<file path="src/rtl/hsk_pkg.sv">
package hsk_pkg;
  localparam int HSK_CHANNELS   = 4;
  localparam int NUM_CELLS      = HSK_CHANNELS + 1;
  localparam int ADDR_W         = 8;
  localparam int CELL_W         = 32;
  localparam int WORD_W         = ADDR_W - 2;
  localparam int SYS_FLAG_W     = 8;
  localparam int SYS_DATA_W     = CELL_W - 2 * SYS_FLAG_W;
  localparam int CHAN_FLAG_W    = CELL_W / 2;
  localparam int SYS_WORD       = 0;
  localparam int CHAN_WORD_BASE = 2;

  typedef struct packed {
    logic [NUM_CELLS-1:0] hostWr;
    logic [NUM_CELLS-1:0] devWr;
    logic [NUM_CELLS-1:0] hostSel;
    logic [NUM_CELLS-1:0] devSel;
  } hsk_strobe_t;
endpackage

</file>
<file path="src/rtl/hsk_ctrl.sv">
module hsk_ctrl
  import hsk_pkg::*;
(
  input  logic [ADDR_W-1:0] hostAddr,
  input  logic              hostWrEn,
  input  logic [ADDR_W-1:0] devAddr,
  input  logic              devWrEn,
  output hsk_strobe_t       strb
);
  logic [WORD_W-1:0]    hostWord;
  logic [WORD_W-1:0]    devWord;
  logic [NUM_CELLS-1:0] hostHit;
  logic [NUM_CELLS-1:0] devHit;

  assign hostWord = hostAddr[ADDR_W-1:2];
  assign devWord  = devAddr[ADDR_W-1:2];

  assign hostHit[0] = (hostWord == WORD_W'(SYS_WORD));
  assign devHit[0]  = (devWord == WORD_W'(SYS_WORD));

  generate
    for (genvar ch = 0; ch < HSK_CHANNELS; ch++) begin : g_dec
      assign hostHit[ch+1] = (hostWord == WORD_W'(CHAN_WORD_BASE + ch));
      assign devHit[ch+1]  = (devWord == WORD_W'(CHAN_WORD_BASE + ch));
    end
  endgenerate

  assign strb.hostSel = hostHit;
  assign strb.devSel  = devHit;
  assign strb.hostWr  = hostWrEn ? hostHit : '0;
  assign strb.devWr   = devWrEn ? devHit : '0;
endmodule

</file>
<file path="src/rtl/hsk_datapath.sv">
module hsk_datapath
  import hsk_pkg::*;
(
  input  logic                 clk,
  input  logic                 rstN,
  input  hsk_strobe_t          strb,
  input  logic [CELL_W-1:0]    hostWrData,
  input  logic [CELL_W-1:0]    devWrData,
  input  logic [NUM_CELLS-1:0] hostAck,
  input  logic [NUM_CELLS-1:0] devAck,
  output logic [CELL_W-1:0]    hostRdData,
  output logic [CELL_W-1:0]    devRdData,
  output logic [NUM_CELLS-1:0] hostPend,
  output logic [NUM_CELLS-1:0] devPend
);
  logic [SYS_DATA_W-1:0] sysData;
  logic [SYS_FLAG_W-1:0] sysDevFlags;
  logic [SYS_FLAG_W-1:0] sysHostFlags;
  logic [CELL_W-1:0]     cellView [NUM_CELLS];
  logic [CELL_W-1:0]     hostMux;
  logic [CELL_W-1:0]     devMux;

  // system cell: device owns bytes 2..0, host owns byte 3
  always_ff @(posedge clk or negedge rstN) begin
    if (!rstN) begin
      sysData      <= '0;
      sysDevFlags  <= '0;
      sysHostFlags <= '0;
    end else begin
      if (strb.devWr[0]) begin
        sysData     <= devWrData[SYS_DATA_W-1:0];
        sysDevFlags <= devWrData[SYS_DATA_W +: SYS_FLAG_W];
      end
      if (strb.hostWr[0]) sysHostFlags <= hostWrData[CELL_W-1 -: SYS_FLAG_W];
    end
  end

  assign cellView[0] = {sysHostFlags, sysDevFlags, sysData};

  // channel cells: device owns low half, host owns high half
  generate
    for (genvar ch = 0; ch < HSK_CHANNELS; ch++) begin : g_chan
      logic [CHAN_FLAG_W-1:0] devHalf;
      logic [CHAN_FLAG_W-1:0] hostHalf;
      always_ff @(posedge clk or negedge rstN) begin
        if (!rstN) begin
          devHalf  <= '0;
          hostHalf <= '0;
        end else begin
          if (strb.devWr[ch+1])  devHalf  <= devWrData[CHAN_FLAG_W-1:0];
          if (strb.hostWr[ch+1]) hostHalf <= hostWrData[CELL_W-1 -: CHAN_FLAG_W];
        end
      end
      assign cellView[ch+1] = {hostHalf, devHalf};
    end
  endgenerate

  always_comb begin
    hostMux = '0;
    devMux  = '0;
    for (int k = 0; k < NUM_CELLS; k++) begin
      if (strb.hostSel[k]) hostMux = hostMux | cellView[k];
      if (strb.devSel[k])  devMux  = devMux | cellView[k];
    end
  end

  always_ff @(posedge clk or negedge rstN) begin
    if (!rstN) begin
      hostRdData <= '0;
      devRdData  <= '0;
      hostPend   <= '0;
      devPend    <= '0;
    end else begin
      hostRdData <= hostMux;
      devRdData  <= devMux;
      // a fresh set takes priority over a same-cycle acknowledge
      hostPend   <= (hostPend & ~hostAck) | strb.devWr;
      devPend    <= (devPend & ~devAck) | strb.hostWr;
    end
  end
endmodule

</file>
<file path="src/rtl/hsk_cell_bank.sv">
module hsk_cell_bank
  import hsk_pkg::*;
(
  input  logic                 clk,
  input  logic                 rstN,
  input  logic [ADDR_W-1:0]    hostAddr,
  input  logic                 hostWrEn,
  input  logic [CELL_W-1:0]    hostWrData,
  output logic [CELL_W-1:0]    hostRdData,
  input  logic [NUM_CELLS-1:0] hostAck,
  output logic [NUM_CELLS-1:0] hostPend,
  output logic                 hostIrq,
  input  logic [ADDR_W-1:0]    devAddr,
  input  logic                 devWrEn,
  input  logic [CELL_W-1:0]    devWrData,
  output logic [CELL_W-1:0]    devRdData,
  input  logic [NUM_CELLS-1:0] devAck,
  output logic [NUM_CELLS-1:0] devPend,
  output logic                 devIrq
);
  hsk_strobe_t strb;

  hsk_ctrl u_ctrl (
    .hostAddr (hostAddr),
    .hostWrEn (hostWrEn),
    .devAddr  (devAddr),
    .devWrEn  (devWrEn),
    .strb     (strb)
  );

  hsk_datapath u_dp (
    .clk        (clk),
    .rstN       (rstN),
    .strb       (strb),
    .hostWrData (hostWrData),
    .devWrData  (devWrData),
    .hostAck    (hostAck),
    .devAck     (devAck),
    .hostRdData (hostRdData),
    .devRdData  (devRdData),
    .hostPend   (hostPend),
    .devPend    (devPend)
  );

  assign hostIrq = |hostPend;
  assign devIrq  = |devPend;
endmodule

</file>
<file path="config.mk">
export PLATFORM = sky130hd
export DESIGN_NAME = hsk_cell_bank
export DESIGN_NICKNAME = d
export VERILOG_FILES = /design/src/rtl/hsk_pkg.sv /design/src/rtl/hsk_ctrl.sv /design/src/rtl/hsk_datapath.sv /design/src/rtl/hsk_cell_bank.sv
export SDC_FILE = /design/constraint.sdc
export NUM_CORES = 1
export LEC_CHECK = 0
export ABC_AREA = 1
export BUFFER_PORTS_ARGS = -buffer_cell sky130_fd_sc_hd__buf_2
export CAP_MARGIN = 20
export CORE_UTILIZATION = 55
export CTS_CLUSTER_DIAMETER = 30
export CTS_CLUSTER_SIZE = 12
export DETAILED_ROUTE_END_ITERATION = 12
export PLACE_DENSITY = 0.77
export SYNTH_ARGS = -nofsm -noshare
export SYNTH_HDL_FRONTEND = slang
export SYNTH_HIERARCHICAL = 1
export SYNTH_SLANG_ARGS = --single-unit
</file>
<file path="constraint.sdc">
create_clock -name clk -period 0.9 [get_ports clk]
set_clock_uncertainty 0.05 [all_clocks]
set_input_delay 0 -clock clk [delete_from_list [all_inputs] [get_ports clk]]
set_output_delay 0 -clock clk [all_outputs]
set_load 0.01 [all_outputs]
</file>
Yosys cells after proc, flatten, opt, wreduce, memory -nomap -nowiden
Index checks and enable logic that the tools add are counted.
{"block": "classes", "n_mux": 12, "eq_ne": 8, "n_reduce_logical": 4, "n_addsub": 0, "order_cmp": 0, "n_bitwise": 14, "shifts": 0, "mul": 0, "n_div": 0}
{"cell": "two-way mux 32 bit", "count": 10}
{"cell": "bitwise OR 32 bit", "count": 8}
{"cell": "== test 6 x 2 -> 1 bit (second input constant)", "count": 4}
{"cell": "== test 6 x 3 -> 1 bit (second input constant)", "count": 4}
{"cell": "logical NOT 6 bit", "count": 2}
{"cell": "AND 5 bit", "count": 2}
{"cell": "two-way mux 5 bit", "count": 2}
{"cell": "NOT 5 bit", "count": 2}
{"cell": "bitwise OR 5 bit", "count": 2}
{"cell": "OR reduction 5 bit", "count": 2}
{"block": "totals", "latchBits": 0, "mem_count": 0, "wordCells": 53, "mem_bits_rw": 0, "regBits": 234, "mem_bits_ro": 0, "output_inout_bits": 76, "input_bits": 94}

Longest topological paths before layout
{"block": "logic_depth", "ltp_word": 10, "mapped_depth": 9, "depth_no_buf": 8}

By module
The synthesis kept the hierarchy.
{"module": "hsk_datapath", "area_each_um2": 11098.1, "seq_area_each_um2": 5855.6, "n_inst": 1, "cells_per_inst": 1498}
{"module": "hsk_ctrl", "area_each_um2": 280.3, "seq_area_each_um2": 0.0, "n_inst": 1, "cells_per_inst": 52}
{"module": "hsk_cell_bank", "area_each_um2": 32.5, "seq_area_each_um2": 0.0, "n_inst": 1, "cells_per_inst": 8}

Worst setup path after synthesis
Ideal clock, no wire load.
{"block": "synth_path", "path_type": "input to register", "from": "input port devAddr[5]", "to": "register u_dp.devRdData[10]", "path_buffers": 1, "path_stages": 8, "slack_ps": -84, "setup_ps": 65, "arrival_ps": 869, "required_ps": 785, "cell_sequence": "nor2_1 nand2_2 nor2_1 buf_6 nand2_1 nand2_1 inv_1 nand2_1"}
{"item": "from (decl)", "line_no": "hsk_cell_bank.sv:13", "text": "input logic [ADDR_W-1:0] devAddr,"}
{"item": "to (signal assigned)", "line_no": "hsk_datapath.sv:75", "text": "devRdData <= devMux;"}
{"item": "to (decl)", "line_no": "hsk_datapath.sv:12", "text": "output logic [CELL_W-1:0] devRdData,"}

Final worst setup path
{"block": "layout_path", "from": "register u_dp.devPend[2]", "to": "output port devIrq"}
{"block": "layout_between", "elab_chain_len": 1}
{"item": "from (decl)", "line_no": "hsk_datapath.sv:14", "text": "output logic [NUM_CELLS-1:0] devPend"}
{"item": "from (signal assigned)", "line_no": "hsk_datapath.sv:78", "text": "devPend <= (devPend & ~devAck) | strb.hostWr;"}
{"item": "OR reduction 5 bit", "line_no": "hsk_cell_bank.sv:46", "text": "assign devIrq = |devPend;"}
{"item": "to (decl)", "line_no": "hsk_cell_bank.sv:19", "text": "output logic devIrq"}
No other way between the ends.

==> impl_metrics.toml <==
[outcome]
run_status = "complete, but fails checks"
violations = "hold timing, setup timing"

[clock_tree]
cts_buffers = 46
path_clk_slew_ns = 0.05
worstSkewPairLatency_ns = 0.52
clkSinkCount = 234
cts-root-buf = "clkbuf_16"
cts_tree = "yes"
ctsHoldBuffers = 51
clockBufferDepth = 3
htreeDepth = 2

[routing]
ant_nets = 0
post_drt_wl_per_cell_microns = 14.8
vias = 10600
drt_wl_total_mm = 31.4
first_iter_violations = 751
drc_errors = 0
avgViaCountPerCell = 4.97
firstDrtPassIters = 7

[power_and_ir_drop]
p_switching_mw = 8.31
powerDensity_mw_per_mm2 = 2210
pwr-share-seq_pct = 39.6
ir_drop_v = 0.00263
clockPowerShare_pct = 52.1
p_int_mw = 25.3
p_leak_nw = 8.78
swShare_pct = 24.7
total_power_mw = 33.7
combPwrFrac_pct = 8.3

[synthesis]
synth_cells = 1558
ys_top_cells_by_count = "nand2_1 (680), inv_1 (311), dfrtp_1 (234), o21ai_0 (151), nor2_1 (83)"
yosysUniqueCellTypes = 17
synth_top_area_share_pct = 51.3
yosysSeqAreaShare_pct = 51.3
synth-seq-cells = 234
synthArstFlopShare_pct = 100
syn_avg_cell_area_sq_um = 7.32
yosys_warnings = 6
synth.top_cells.by_area = "dfrtp_1 (51%), nand2_1 (22%), inv_1 (10%)"
synth.most_common_cell = "nand2_1"
synth_edf_count = 0
yosysTopAreaCell = "dfrtp_1"
syn_nets = 1652
netlist_area_sq_mm = 0.0114
synthFlopType = "dfrtp_1"

[die]
initial_core_util_pct = 56.2
dieHeight_microns = 146
die_area_sq_mm = 0.0213
core_sq_mm = 0.0203
rows = 52
die_w_microns = 146
io_pins = 170

[global_route]
antenna_found_initial = 0
grt_pass1_wl_mm = 50.7
grt_pass1_vias = 10600
grt_start_max_net_pins = 50
track_usage_pct = 29.9
grt-ovfl-total = 0

[final_layout]
nFillCells = 1367
drive_gt1_share_pct = 17.9
syn_to_final_growth_pct = 33.7
fin_nets = 1912
instances_no_fill = 2125
n_antenna_cell = 0
regArea_sq_mm = 0.00586
final_core_util_pct = 75.1
multi_input_area_sq_mm = 0.00402

[sta]
post-route-min-period_ns = 1.31
fin_ws_ns = -0.407
hold_violations = 28
setup_viol_count_final = 79
slew_headroom_pct = 73.3
rsz0062_at_grt = "true"
fin_tns_setup_ns = -13.99
worst_pin_slew_ns = 0.399
clock.fmax_mhz = 765
whs_ns = -0.0684
slew_viol_final = 0
period_share_pct = 145

[job]
cap_viol_max_count = 0

[setup_path]
arrival_ns = 1.26
cp_slowest_cell = "dfrtp_1"
path_class = "reg2out"
r2r_cells = 4
cp_max_fo = 2
slowest_delay_ns = 0.39
start_kind = "flip-flop"
critPathRequiredTime_ns = 0.85
worstPathCellList = "nor2_1, nand3_1, buf_2"
end_kind = "primary output"

[placement]
place.gp.congestion = 0.827
dpl.hpwl_mm = 19.1
dp.cells = 1972
numPortBuffers = 141

[worst_hold_path]
min_path_type = "in2async"
## per-stage QoR
stage | cell area [sq um] | setup WS (ns)
global route | 15300 | -0.443
detailed placement | 12900 | -0.361
floorplan | 11400 | -0.0322
CTS | 15100 | -0.388
global placement | 12900 | -0.331
finish | 15300 | -0.407
## flip-flops by register name, indices dropped and copies added (netlist names)
name                  count
u_dp/devPend              5
u_dp/sysHostFlags         8
u_dp/devRdData           32
u_dp/sysDevFlags          8
u_dp/g_chan.hostHalf     64
u_dp/sysData             16
u_dp/hostPend             5
u_dp/hostRdData          32
u_dp/g_chan.devHalf      64
## per-layer routing
| layer | wire length [microns] | vias to the layer above | part of all wire, % | track usage [%] |
|---|---|---|---|---|
| li1 | - | 5077 | - | - |
| met1 | 12700 | 4962 | 40 | 37.2 |
| met2 | 15800 | 452 | 50 | 53.3 |
| met3 | 2290 | 67 | 7.3 | 4.63 |
| met4 | 699 | 0 | 2.2 | 9.58 |
| met5 | 0 | - | 0 | 0 |
## critical path, delay by kind of cell, from the launching register on
| family | cells | cell delay (ns) |
|---|---|---|
| buf+inv | 1 | 0.14 |
| flops | 1 | 0.39 |
| simple gates | 2 | 0.20 |
## layout make-up
type	count	area share, %
clock buffers	58	8.38
clock inverters	27	2.24
inverters	312	7.68
multi-input cells	952	26.4
flip-flops and latches	234	38.4
well taps	270	2.21
repair buffers	272	14.7
## placed cells by master (no fill, tap or decap), types with 5 or more instances in the layout
cell type and count:
nand2_1 680, bufinv_16 7, clkbuf_8 6, nor3_4 8, dfrtp_1 234, nor2_1 69
nor2_2 9, buf_6 12, dlygate4sd3_1 51, o21bai_1 10, clkinvlp_4 5, buf_12 28
nor2_4 10, o21ai_1 9, buf_4 49, clkbuf_1 5, inv_1 311, buf_2 131
clkinv_2 10, o21ai_0 151, clkbuf_16 47
## cells by family (layout without fill, tap and decap cells)
kind of cell           after synthesis  after routing  synth area share, %
and+or+nand+nor                    782            782                 26.5
DFF                                234            234                 51.3
buffers and inverters              372            669                 14.5
AOI/OAI and AO/OA                  170            170                 7.68
## power by group through the flow
stage	combinational, mW	sequential [mW]	clock, mW
finish	2.80	13.3	17.5
global route	3.23	13.5	18.3
CTS	2.66	13.3	17.7
detailed placement	2.42	13.4	0
global placement	2.29	13.4	0
floorplan	1.28	13.2	0
## path summary, 6_finish.rpt
| path | endpoint | from | slack (ns) |
|---|---|---|---|
| max | devIrq | u_dp/devPend[2]$_DFF_PN0_ | -0.41 |
| min | u_dp/devPend[2]$_DFF_PN0_ | rstN | -0.07 |
| max reg2reg | u_dp/hostRdData[2]$_DFF_PN0_ | u_dp/sysData[2]$_DFFE_PN0P_ | -0.02 |
| min reg2reg | u_dp/sysData[8]$_DFFE_PN0P_ | u_dp/sysData[8]$_DFFE_PN0P_ | 0.48 |
| max in group asynchronous | u_dp/g_chan[3].hostHalf[3]$_DFFE_PN0P_ | rstN | 0.33 |
| min in group clk | u_dp/g_chan[3].devHalf[5]$_DFFE_PN0P_ | devAddr[6] | 0.07 |
## timing repair
item | CTS | global route
buffers inserted | 5 | 12
resized for setup | 7 | 10
endpoints found under the setup margin | 76 | 100
pin swaps | 3 | 24
hold endpoints to repair | 404 | 28
Power figures use the tool's default switching activity.
